`config.mk`:
```
export PLATFORM = sky130hd
export DESIGN_NAME = lrate_tracker
export DESIGN_NICKNAME = d
export VERILOG_FILES = /design/src/rtl/lrate_pkg.sv /design/src/rtl/lrate_adv_capture.sv /design/src/rtl/lrate_ctrl.sv /design/src/rtl/lrate_tracker.sv
export SDC_FILE = /design/constraint.sdc
export NUM_CORES = 1
export LEC_CHECK = 0
export BUFFER_PORTS_ARGS = -buffer_cell sky130_fd_sc_hd__buf_2
export CAP_MARGIN = 30
export CORE_AREA = 8 8 45 47
export DETAILED_ROUTE_END_ITERATION = 8
export DIE_AREA = 0 0 53 55
export HOLD_SLACK_MARGIN = 0.02
export PLACE_DENSITY = 0.48
export SLEW_MARGIN = 20
export SYNTH_ARGS = -nofsm -noshare
export SYNTH_HDL_FRONTEND = slang
export SYNTH_HIERARCHICAL = 1
export SYNTH_SLANG_ARGS = --single-unit
```
`constraint.sdc`:
```
create_clock -name clk -period 1.2 [get_ports clk]
set_input_delay 0.12 -clock clk [delete_from_list [all_inputs] [get_ports clk]]
set_output_delay 0.12 -clock clk [all_outputs]
set_load 0.05 [all_outputs]
```
`src/rtl/lrate_pkg.sv`:
```
`timescale 1ns/1ps
package lrate_pkg;
  localparam int SPD_W  = 2;
  localparam int SPD_LO = 0;
  localparam int SPD_HI = 1;
  localparam logic [SPD_W-1:0] SPD_BASE = 2'b01;

  typedef enum logic {
    RATE_2G5 = 1'b0,
    RATE_5G0 = 1'b1
  } rate_e;
endpackage

```
`src/rtl/lrate_adv_capture.sv`:
```
`timescale 1ns/1ps
module lrate_adv_capture
  import lrate_pkg::*;
#(
  parameter int STATE_W = 5,
  parameter logic [STATE_W-1:0] ST_CFG_DONE = 5'h0D,
  parameter logic [STATE_W-1:0] ST_RCV_CFG  = 5'h12
) (
  input  logic               clk,
  input  logic               rst_n,
  input  logic [STATE_W-1:0] ltssm_state,
  input  logic               ts_valid,
  input  logic [SPD_W-1:0]   ts_rate_id,
  input  logic               detect_entry,
  output logic [SPD_W-1:0]   partner_speeds
);
  logic in_window;
  logic well_formed;
  logic take;
  logic [SPD_W-1:0] rec_q;

  assign in_window   = (ltssm_state == ST_CFG_DONE) || (ltssm_state == ST_RCV_CFG);
  assign well_formed = ts_rate_id[SPD_LO];
  assign take        = ts_valid && in_window && well_formed;

  always_ff @(posedge clk or negedge rst_n) begin
    if (!rst_n)            rec_q <= SPD_BASE;
    else if (detect_entry) rec_q <= SPD_BASE;
    else if (take)         rec_q <= ts_rate_id;
  end

  assign partner_speeds = rec_q;
endmodule

```
`src/rtl/lrate_ctrl.sv`:
```
`timescale 1ns/1ps
module lrate_ctrl
  import lrate_pkg::*;
#(
  parameter int STATE_W = 5,
  parameter logic [STATE_W-1:0] ST_L0 = 5'h10
) (
  input  logic               clk,
  input  logic               rst_n,
  input  logic [STATE_W-1:0] ltssm_state,
  input  logic [SPD_W-1:0]   local_speeds,
  input  logic [SPD_W-1:0]   partner_speeds,
  input  logic               detect_entry,
  output logic               oper_rate,
  output logic               upgrade_req
);
  rate_e rate_q;
  logic  was_l0_q, fired_q, pending_q, req_q;
  logic  in_l0, l0_entry, both_hi, go;

  assign in_l0    = (ltssm_state == ST_L0);
  assign l0_entry = in_l0 && !was_l0_q;
  assign both_hi  = local_speeds[SPD_HI] && partner_speeds[SPD_HI];
  assign go       = in_l0 && !fired_q && !pending_q && (rate_q == RATE_2G5) && both_hi;

  always_ff @(posedge clk or negedge rst_n) begin
    if (!rst_n) begin
      was_l0_q  <= 1'b0;
      fired_q   <= 1'b0;
      pending_q <= 1'b0;
      req_q     <= 1'b0;
      rate_q    <= RATE_2G5;
    end else if (detect_entry) begin
      was_l0_q  <= in_l0;
      fired_q   <= 1'b0;
      pending_q <= 1'b0;
      req_q     <= 1'b0;
      rate_q    <= RATE_2G5;
    end else begin
      was_l0_q <= in_l0;
      req_q    <= go;
      fired_q  <= in_l0 && (fired_q || go);
      if (go)            pending_q <= 1'b1;
      else if (l0_entry) pending_q <= 1'b0;
      if (l0_entry) begin
        if (pending_q && both_hi)                    rate_q <= RATE_5G0;
        else if ((rate_q == RATE_5G0) && !both_hi)   rate_q <= RATE_2G5;
      end
    end
  end

  assign oper_rate   = rate_q;
  assign upgrade_req = req_q;
endmodule

```
`src/rtl/lrate_tracker.sv`:
```
`timescale 1ns/1ps
module lrate_tracker
  import lrate_pkg::*;
#(
  parameter int STATE_W = 5,
  parameter logic [STATE_W-1:0] ST_CFG_DONE = 5'h0D,
  parameter logic [STATE_W-1:0] ST_RCV_CFG  = 5'h12,
  parameter logic [STATE_W-1:0] ST_L0       = 5'h10
) (
  input  logic               clk,
  input  logic               rst_n,
  input  logic [STATE_W-1:0] ltssm_state,
  input  logic               ts_valid,
  input  logic [1:0]         ts_rate_id,
  input  logic [1:0]         local_speeds,
  input  logic               detect_entry,
  output logic [1:0]         partner_speeds,
  output logic               oper_rate,
  output logic               upgrade_req
);
  logic [SPD_W-1:0] partner_w;

  lrate_adv_capture #(
    .STATE_W(STATE_W), .ST_CFG_DONE(ST_CFG_DONE), .ST_RCV_CFG(ST_RCV_CFG)
  ) cap_i (
    .clk(clk), .rst_n(rst_n), .ltssm_state(ltssm_state),
    .ts_valid(ts_valid), .ts_rate_id(ts_rate_id),
    .detect_entry(detect_entry), .partner_speeds(partner_w)
  );

  lrate_ctrl #(
    .STATE_W(STATE_W), .ST_L0(ST_L0)
  ) ctrl_i (
    .clk(clk), .rst_n(rst_n), .ltssm_state(ltssm_state),
    .local_speeds(local_speeds), .partner_speeds(partner_w),
    .detect_entry(detect_entry), .oper_rate(oper_rate),
    .upgrade_req(upgrade_req)
  );

  assign partner_speeds = partner_w;
endmodule

```
After elaboration in Yosys (flattened, before gate mapping) --
Cells that the tools add are included.
Operators by class: eq/ne operators 3, multiplexer cells 11, bitwise gates (word level) 1, reduce and logical (&&, ||, !) cells 22
Operators by type and width (count):
- logical AND 1 bit | 11
- == test 5 bit, second input constant | 2
- 2-to-1 mux 1 bit | 9
- nonzero test 3 bit | 2
- == test 5 x 4 -> 1 bit, second input constant | 1
- zero test 1 bit | 4
- 2-to-1 mux 2 bit | 2
- nonzero test 2 bit | 2
- logical OR 1 bit | 2
- AND reduction 2 bit | 1
- inverter 1 bit | 1
Storage, ports and cells: register bits 7, input bits 13, word-level logic and storage cells 43

Longest topological paths before layout --
Gate-level depths: netlist of run 1.
depth in word-level cells 8, depth in mapped cells 4, mapped depth without buffers 4

Hierarchy --
Netlist of run 1, hierarchy kept.
By module, submodules not included:
- lrate_ctrl | times used 1, cells each 21, area each 235.2 um2, sequential area each 125.1 um2
- lrate_adv_capture | times used 1, cells each 12, area each 123.9 um2, sequential area each 51.3 um2

Worst setup path after synthesis of run 1 --
Ideal clock, no wire load.
path type reg2reg, start register ctrl_i.rate_q, in the netlist ctrl_i/oper_rate, end register ctrl_i.pending_q, setup time 0.096 ns, data arrival time 1.177 ns, path slack -0.072 ns, stages on the path, launching flop included 4, path buffers 0, period minus slack after synthesis 1.272 ns, cells stage by stage dfrtp_1 > nor3_1 > nand3_1 > o32ai_2
Between the ends: longest elaborated chain between the ends 5, elaborated cells on any way between the ends 6, those cells by class mux (2); bitwise (1); reduce/logical (3)
RTL lines:
- from (decl) | line lrate_ctrl.sv:17 | rate_e rate_q;
- from (signal assigned) | line lrate_ctrl.sv:32 | rate_q <= RATE_2G5;
- from (signal assigned) | line lrate_ctrl.sv:38 | rate_q <= RATE_2G5;
- from (signal assigned) | line lrate_ctrl.sv:46 | if (pending_q && both_hi) rate_q <= RATE_5G0;
- inverter 1 bit (*) | line lrate_ctrl.sv:24 | assign go = in_l0 && !fired_q && !pending_q && (rate_q == RATE_2G5) && both_hi;
- logical AND 1 bit (*) (2 in series) | line lrate_ctrl.sv:24
- 2-to-1 mux 1 bit | line lrate_ctrl.sv:43 | if (go) pending_q <= 1'b1;
- 2-to-1 mux 1 bit | line lrate_ctrl.sv:33 | end else if (detect_entry) begin
- to (signal assigned) | line lrate_ctrl.sv:36 | pending_q <= 1'b0;
- to (signal assigned) | line lrate_ctrl.sv:43
- to (signal assigned) | line lrate_ctrl.sv:44 | else if (l0_entry) pending_q <= 1'b0;
- to (decl) | line lrate_ctrl.sv:18 | logic was_l0_q, fired_q, pending_q, req_q;
Mark *: on every way between the ends. The rest lies on a longest branch, timed or not. A chain may end at the register's enable or synchronous reset.

Worst setup path in the final report of run 1 --
start register cap_i.rec_q[0], in the netlist cap_i/partner_speeds[0], end output partner_speeds[0]
RTL lines:
- from (decl) | line lrate_adv_capture.sv:20 | logic [SPD_W-1:0] rec_q;
- from (signal assigned) | line lrate_adv_capture.sv:29 | else if (take) rec_q <= ts_rate_id;
- to (decl) | line lrate_tracker.sv:17 | output logic [1:0] partner_speeds,
No word-level cell between the ends.

==> results.ini, run 1 <==
[yosys]
syn_inst = 33
syn_nets = 46
synth-compound-area-share_pct = 13.24
synth_xor_area_share_pct = 0
seq_area_frac_synth_pct = 49.13
synthMuxAreaShare_pct = 2.787
syn_area_sq_um = 359.1
synth-simple-area-share_pct = 33.80
ys_types = 20
synth_seq_cells = 7
synth_fa_ha_area_share_pct = 0
synth.avg_cell_area_sq_um = 10.88
ys_warn_count = 6
synth_top_family_by_area = simple AND/OR/NAND/NOR gates

[power]
power.density_mw_per_mm2 = 985.2
leakagePower_nw = 0.2432
peakVddDrop_mv = 0.5150

[routing]
first_pass_iters = 1
drt_iter0_drc = 0
drc_errors = 0
vias = 345
antenna_left = 0
drt_wl_total_microns = 907
avgRoutedWirePerCell_microns = 12.77
vias_per_cell = 4.859

[worst_setup_path]
critPathLaunchType = flop
crit_buf_inv = 1
path_delay_family = flip-flops
critPathRequiredTime_ns = 1.08
worstSetupPathType = flop to primary output
max_stage_delay_ns = 0.52
end_kind = primary output
crit_path_max_fanout = 2
r2r_start = ctrl_i/oper_rate
critPathSlowestCell = dfstp_2
reg2reg_to = ctrl_i/pending_q
setup.reg_to_reg.worst_slack_ns = 0.10
rr_worst_depth = 3
crit_arrival_ns = 1.03
crit_chain = buf_2

[floorplan]
rows = 14
fp.dieH_microns = 55
die_area_sq_mm = 0.002915
core_sq_mm = 0.001384
die_x_microns = 53
io-pin-count = 17
start_util_pct = 25.95

[grt]
gr-total-overflow = 0
grt_start_max_net_pins = 9
antenna_found_initial = 0
grt_pass1_wl_mm = 1.435
track_usage_pct = 6.652
grt_pass1_vias = 371

[clock_network]
cts_tree = done
numCtsBuffers = 3
clockRootBuffer = clkbuf_4
insertion_delay_ns = 0.25
clkSlewWorstSetupHoldPaths_ns = 0.06
clock-sinks = 7
clockBufferDepth = 2
h-tree-depth = 1
cts_setup_buffers = 0

[timing]
finalCriticalPeriod_ns = 1.146
setup_viol = 0
fmax_mhz = 872.6
tightest_slew_ns = 0.2509
finClkSkew_ns = 0.007642
setup_ws_ns = 0.05404
timing.final.crit_share_pct = 95.50
drv_slew = 0
slew_headroom_pct = 83.39
hold_violations = 0
rsz0062_at_grt = no
hold_slack_ns = 0.1253

[placement]
placed_area_sq_um = 470.5
io_buffers = 15
pre_cts_ws_ns = -0.1360
place_hpwl_microns = 763.4
place.gp.congestion = 0.7635

[final_layout]
finish.instance_area_sq_um = 513.0
layout_commonest_cell = buf_2
nNetsFinal = 69
area_growth_pct = 42.86
antenna_cells = 0
layout_common_cells = buf_2, dfrtp_1
drive_above_1_share_pct = 50.91

[hold_path]
hold_path.class = input pin to flop
min_from = detect_entry
min_path_cells = 2
whs_endpoint = ctrl_i/oper_rate

[run_status]
outcome = complete, no violations

[run]
drv_cap = 0

## sequential cells by signal, summed over array words and instances, names as in the netlist
signal                cells
cap_i/partner_speeds      2
ctrl_i/fired_q            1
ctrl_i/oper_rate          1
ctrl_i/pending_q          1
ctrl_i/upgrade_req        1
ctrl_i/was_l0_q           1
## how the worst max path moves through the flow
stage | start | to | slack [ns] | cells after the start
final | cap_i/partner_speeds[0] | partner_speeds[0] | 0.05 | 1
after global routing | cap_i/partner_speeds[0] | partner_speeds[0] | 0.02 | 1
after CTS | cap_i/partner_speeds[0] | partner_speeds[0] | 0.04 | 1
after detailed placement | ltssm_state[1] | ctrl_i/pending_q | -0.14 | 4
after global placement | ltssm_state[1] | ctrl_i/pending_q | -0.11 | 4
after floorplan | ctrl_i/oper_rate | ctrl_i/pending_q | 0.01 | 3
## worst register-to-register path, cell delays in order, from the launching register on
cell and delay, ns:
dfrtp_2 0.42, nor3_2 0.22, nand3_1 0.15, o32ai_2 0.22
## synthesized netlist by cell type
cell type,number,area share [%]
a211oi_1,1,2.1
a31oi_1,1,1.7
a41oi_1,1,2.4
and2b_2,1,2.4
dfrtp_1,6,42
dfstp_2,1,7.3
inv_1,1,1.0
mux2i_1,1,2.8
nand2_1,3,3.1
nand2b_1,3,5.2
nand3_1,1,1.4
nand4_1,1,1.7
nand4b_1,1,2.4
nor2_1,2,2.1
nor3_1,4,5.6
nor4b_2,1,4.2
o31a_1,1,2.4
o32ai_2,1,4.5
or3_4,1,3.1
or3b_1,1,2.4
## per-layer routing
metal | track usage (%) | up-vias | part of all wire [%]
met5 | 0 | - | 0
met4 | 5.172 | 0 | 0
met3 | 2.139 | 0 | 8.3
met2 | 9.961 | 10 | 48
met1 | 7.728 | 165 | 44
li1 | - | 170 | -
## metrics by stage
step	power [mW]	std cells	util, %	TNS (ns)
3_5_place_dp	0.2960	66	34.00	-0.3024
5_1_grt	0.5357	71	37.07	0
4_1_cts	0.5183	71	36.71	0
2_1_floorplan	0.2553	33	-	0
3_3_place_gp	0.2959	66	34.00	-0.2706
6_report	0.5054	71	37.07	0
## final cells by class
class | instances | area (sq um)
flip-flops and latches | 7 | 177.7
multi-input cells | 25 | 183.9
well taps | 16 | 20.02
clock inverters | 1 | 5.005
fillers | 140 | 870.8
repair buffers | 18 | 100.1
inverters | 1 | 3.754
clock buffers | 3 | 22.52
## repair_timing
action / CTS / global route
hold buffers: 1 / 0
setup endpoints to repair: 0 / 2
resized for setup: 0 / 1
endpoints found under the hold margin: 7 / 0
## power breakdown
group          total, mW  switching, mW  internal, mW  leakage (nW)
sequential         0.238       0.000474         0.237        0.0926
combinational     0.0563         0.0284        0.0280         0.133
clock              0.211         0.0897         0.122        0.0177
## cell families after synthesis
logic type,after synthesis
buffers and inverters,1
AO/OA/AOI/OAI,5
multiplexers,1
flip-flops,7
AND/OR/NAND/NOR,19
(Power assumes the default switching activity.)
==> run 2, diff against run 1 <==
- BUFFER_PORTS_ARGS: -buffer_cell sky130_fd_sc_hd__buf_2 -> -buffer_cell sky130_fd_sc_hd__buf_4
==> results.ini, run 2 (same netlist as run 1, synthesis figures left out) <==
[run_status]
outcome = complete, no violations  ; unchanged

[final_layout]
largest_register_ffs = 2  ; unchanged
area_growth_pct = 52.96  ; was 42.86%
finish.instance_area_sq_um = 549.3  ; was 513.0 sq um
layout_common_cells = buf_4, dfrtp_1  ; was buf_2, dfrtp_1
antenna_cells = 0  ; unchanged
nNetsFinal = 69  ; unchanged
final_core_util_pct = 39.69  ; was 37.07%
layout_commonest_cell = buf_4  ; was buf_2
drive_above_1_share_pct = 49.09  ; was 50.91%

[routing]
drc_errors = 0  ; unchanged
drt_iter0_drc = 2  ; was 0
vias = 349  ; was 345
avgRoutedWirePerCell_microns = 14.30  ; was 12.77 microns
first_pass_iters = 4  ; was 1
vias_per_cell = 4.915  ; was 4.859
antenna_left = 0  ; unchanged
drt_wl_total_mm = 1.015  ; was 907 microns

[timing]
finClkSkew_ns = 0.001235  ; was 0.007642 ns
fmax_mhz = 917.7  ; was 872.6 MHz
drv_slew = 0  ; unchanged
hold_slack_ns = 0.09016  ; was 0.1253 ns
setup_ws_ns = 0.1103  ; was 0.05404 ns
rsz0062_at_grt = no  ; unchanged
timing.final.crit_share_pct = 90.81  ; was 95.50%
tightest_slew_ns = 0.2310  ; was 0.2509 ns
hold_violations = 0  ; unchanged
finalCriticalPeriod_ns = 1.090  ; was 1.146 ns
setup_viol = 0  ; unchanged
slew_headroom_pct = 84.48  ; was 83.39%

[floorplan]
fp.dieH_microns = 55  ; unchanged
die_area_sq_mm = 0.002915  ; unchanged
core_sq_mm = 0.001384  ; unchanged
die_x_microns = 53  ; unchanged
start_util_pct = 25.95  ; unchanged
io-pin-count = 17  ; unchanged
rows = 14  ; unchanged

[clock_network]
cts_setup_buffers = 0  ; unchanged
insertion_delay_ns = 0.25  ; about the same
clock-sinks = 7  ; unchanged
numCtsBuffers = 3  ; unchanged
clkSlewWorstSetupHoldPaths_ns = 0.05  ; was 0.06 ns
cts_tree = done  ; unchanged
clockRootBuffer = clkbuf_4  ; unchanged
h-tree-depth = 1  ; unchanged
clockBufferDepth = 2  ; unchanged

[worst_setup_path]
setup.reg_to_reg.worst_slack_ns = 0.12  ; was 0.10 ns
path_delay_family = flip-flops  ; unchanged
critPathSlowestCell = dfstp_2  ; unchanged
critPathLaunchType = flop  ; unchanged
critPathRequiredTime_ns = 1.08  ; about the same
crit_path_max_fanout = 2  ; unchanged
crit_arrival_ns = 0.97  ; was 1.03 ns
end_kind = primary output  ; unchanged
max_stage_delay_ns = 0.53  ; was 0.52 ns
crit_buf_inv = 1  ; unchanged
crit_chain = buf_4  ; was buf_2
worstSetupPathType = flop to primary output  ; unchanged

[grt]
grt_pass1_wl_mm = 1.587  ; was 1.435 mm
grt_start_max_net_pins = 9  ; unchanged
track_usage_pct = 7.527  ; was 6.652%
antenna_found_initial = 0  ; unchanged
grt_pass1_vias = 395  ; was 371
gr-total-overflow = 0  ; unchanged

[placement]
place_hpwl_microns = 801  ; was 763.4 microns
place.gp.congestion = 0.7311  ; was 0.7635
pre_cts_ws_ns = -0.1314  ; was -0.1360 ns
placed_area_sq_um = 508.0  ; was 470.5 sq um
io_buffers = 15  ; unchanged

[power]
peakVddDrop_mv = 0.5022  ; was 0.5150 mV
power.density_mw_per_mm2 = 939.2  ; was 985.2 mW/mm^2
leakagePower_nw = 0.2516  ; was 0.2432 nW

[hold_path]
hold_path.class = input pin to flop  ; unchanged

[run]
drv_cap = 0  ; unchanged

-- run 2: power breakdown --
group | total (mW) | leakage [nW] | internal [mW] | switching [mW]
registers | 0.238 | 0.0926 | 0.237 | 0.000518
clock network | 0.211 | 0.0150 | 0.127 | 0.0839
logic | 0.0674 | 0.144 | 0.0384 | 0.0290
-- run 2: worst paths after layout --
kind | start | to | cells past startpoint
hold reg to reg | cap_i/partner_speeds[0] | cap_i/partner_speeds[0] | 2
setup reg to reg | ctrl_i/oper_rate | ctrl_i/pending_q | 3
setup / recovery | cap_i/partner_speeds[0] | partner_speeds[0] | 1
hold / removal | detect_entry | ctrl_i/oper_rate | 2
min in group asynchronous | rst_n | ctrl_i/was_l0_q | 2
max in group asynchronous | rst_n | cap_i/partner_speeds[0] | 2
-- run 2: timing repair --
action                                  in CTS  in global routing
endpoints found under the setup margin       0                  2
hold buffers                                 1                  0
hold endpoints to repair                     7                  0
resized for setup                            0                  1
-- run 2: routing by layer --
layer  vias up  track usage [%]  share of wire, %
met5         -                0                 0
met4         0            6.466                 0
met3         0            4.011                11
met2        14            11.72                51
met1       165            7.253                39
li1        170                -                 -
-- run 2: stage by stage --
stage               total power [mW]  instances  setup TNS (ns)
floorplan                     0.2553         33               0
global placement              0.3042         66         -0.2432
detailed placement            0.3066         66         -0.2608
CTS                           0.5277         71               0
global route                  0.5489         71               0
finish                        0.5159         71               0
-- run 2: area by class of cell --
class                      instances  area, sq um
fill                             139        834.6
multi-input combinational         25        183.9
sequential                         7        177.7
timing repair buffer              18        137.6
clock buffer                       4        26.28
tap                               16        20.02
inverter                           1        3.754
==> run 3, diff against run 2 <==
- CTS_BUF_LIST: unset -> sky130_fd_sc_hd__clkbuf_8
==> results.ini, run 3 (same netlist as run 1, synthesis figures left out) <==
[run_status]
outcome = complete, no violations  ; unchanged

[power]
leakagePower_nw = 0.2635  ; was 0.2516 nW
peakVddDrop_mv = 0.6566  ; was 0.5022 mV
total_power_uw = 637.5  ; was 515.9 uW
power.density_mw_per_mm2 = 1122  ; was 939.2 mW/mm^2

[routing]
vias = 346  ; was 349
vias_per_cell = 4.873  ; was 4.915
avgRoutedWirePerCell_microns = 14.04  ; was 14.30 microns
drc_errors = 0  ; unchanged
first_pass_iters = 4  ; unchanged
drt_iter0_drc = 6  ; was 2
drt_wl_total_microns = 997  ; was 1.015 mm
antenna_left = 0  ; unchanged

[final_layout]
layout_common_cells = buf_4, dfrtp_1  ; unchanged
nNetsFinal = 69  ; unchanged
largest_register_ffs = 2  ; unchanged
area_growth_pct = 58.19  ; was 52.96%
antenna_cells = 0  ; unchanged
layout_commonest_cell = buf_4  ; unchanged
drive_above_1_share_pct = 49.09  ; unchanged

[grt]
gr-total-overflow = 0  ; unchanged
track_usage_pct = 7.642  ; was 7.527%
grt_pass1_vias = 384  ; was 395
antenna_found_initial = 0  ; unchanged
grt_pass1_wl_mm = 1.573  ; was 1.587 mm
grt_start_max_net_pins = 9  ; unchanged

[placement]
io_buffers = 15  ; unchanged
place.gp.congestion = 0.7311  ; unchanged
place_hpwl_microns = 801  ; unchanged

[clock_network]
clockBufferDepth = 2  ; unchanged
clockRootBuffer = clkbuf_8  ; was clkbuf_4
cts_tree = done  ; unchanged
clock-sinks = 7  ; unchanged
cts_setup_buffers = 0  ; unchanged
h-tree-depth = 1  ; unchanged
clkSlewWorstSetupHoldPaths_ns = 0.04  ; was 0.05 ns
numCtsBuffers = 3  ; unchanged
insertion_delay_ns = 0.23  ; was 0.25 ns

[timing]
setup_viol = 0  ; unchanged
rsz0062_at_grt = no  ; unchanged
slew_headroom_pct = 84.50  ; was 84.48%
fmax_mhz = 902.9  ; was 917.7 MHz
drv_slew = 0  ; unchanged
tightest_slew_ns = 0.2308  ; was 0.2310 ns
timing.final.crit_share_pct = 92.29  ; was 90.81%
hold_violations = 0  ; unchanged
hold_slack_ns = 0.1082  ; was 0.09016 ns
finClkSkew_ns = 0.001830  ; was 0.001235 ns
finalCriticalPeriod_ns = 1.107  ; was 1.090 ns

[worst_setup_path]
crit_arrival_ns = 1.24  ; was 0.97 ns
end_kind = flop  ; was primary output
critPathLaunchType = input pin  ; was flop
worstSetupPathType = input pin to flop  ; was flop to primary output
crit_path_max_fanout = 4  ; was 2
critPathRequiredTime_ns = 1.34  ; was 1.08 ns

[floorplan]
io-pin-count = 17  ; unchanged
core_sq_mm = 0.001384  ; unchanged
rows = 14  ; unchanged
die_area_sq_mm = 0.002915  ; unchanged
die_x_microns = 53  ; unchanged
fp.dieH_microns = 55  ; unchanged
start_util_pct = 25.95  ; unchanged

[hold_path]
hold_path.class = input pin to flop  ; unchanged

[run]
drv_cap = 0  ; unchanged

## run 3: worst max-delay path, stage by stage
cell and delay (ns):
buf_4 0.12, or3b_1 0.39, or3_4 0.37, o32ai_2 0.24
## run 3: what timing repair did
action                                  4_1_cts  5_1_grt
resized for setup                             0        1
endpoints found under the setup margin        0        2
endpoints found under the hold margin         7        0
hold buffers                                  1        0
## run 3: per-layer routing
layer	share of wire, %	wire, microns	up-vias	global-route usage (%)
met4	2.6	26	0	7.759
met3	10	104	2	4.011
met5	0	0	-	0
li1	-	-	168	-
met1	40	403	162	7.419
met2	47	464	14	11.33
## run 3: cell type report
cell class	count	area [sq um]
clock buffer	3	41.29
clock inverter	1	3.754
fill	139	815.8
inverter	1	3.754
multi-input combinational	25	183.9
sequential	7	177.7
tap	16	20.02
timing repair buffer	18	137.6
## run 3: worst paths after layout
path                                          from                 endpoint  slack (ns)  cells past startpoint
max in group asynchronous                    rst_n  cap_i/partner_speeds[0]        0.75                      2
max                                 ltssm_state[1]         ctrl_i/pending_q        0.09                      4
max reg2reg                       ctrl_i/oper_rate         ctrl_i/pending_q        0.13                      3
min reg2reg                cap_i/partner_speeds[0]  cap_i/partner_speeds[0]        0.50                      2
min in group asynchronous                    rst_n          ctrl_i/was_l0_q        0.24                      2
min                                   detect_entry         ctrl_i/oper_rate        0.11                      2
## run 3: report_power, final
group / total [mW] / switching [mW] / internal (mW)
Combinational: 0.0673 / 0.0289 / 0.0384
Sequential: 0.239 / 0.000493 / 0.238
Clock: 0.332 / 0.110 / 0.222
Total: 0.637 / 0.139 / 0.498
## run 3: per-stage QoR
stage	util (%)	worst slack [ns]	cells	setup TNS, ns	cell area (sq um)
2_1_floorplan	-	0.01114	33	0	360.3
3_3_place_gp	36.71	-0.1104	66	-0.2432	508.0
3_5_place_dp	36.71	-0.1314	66	-0.2608	508.0
4_1_cts	40.69	0.08380	71	0	563.0
5_1_grt	41.05	0.05933	71	0	568.0
6_report	41.05	0.09251	71	0	568.0
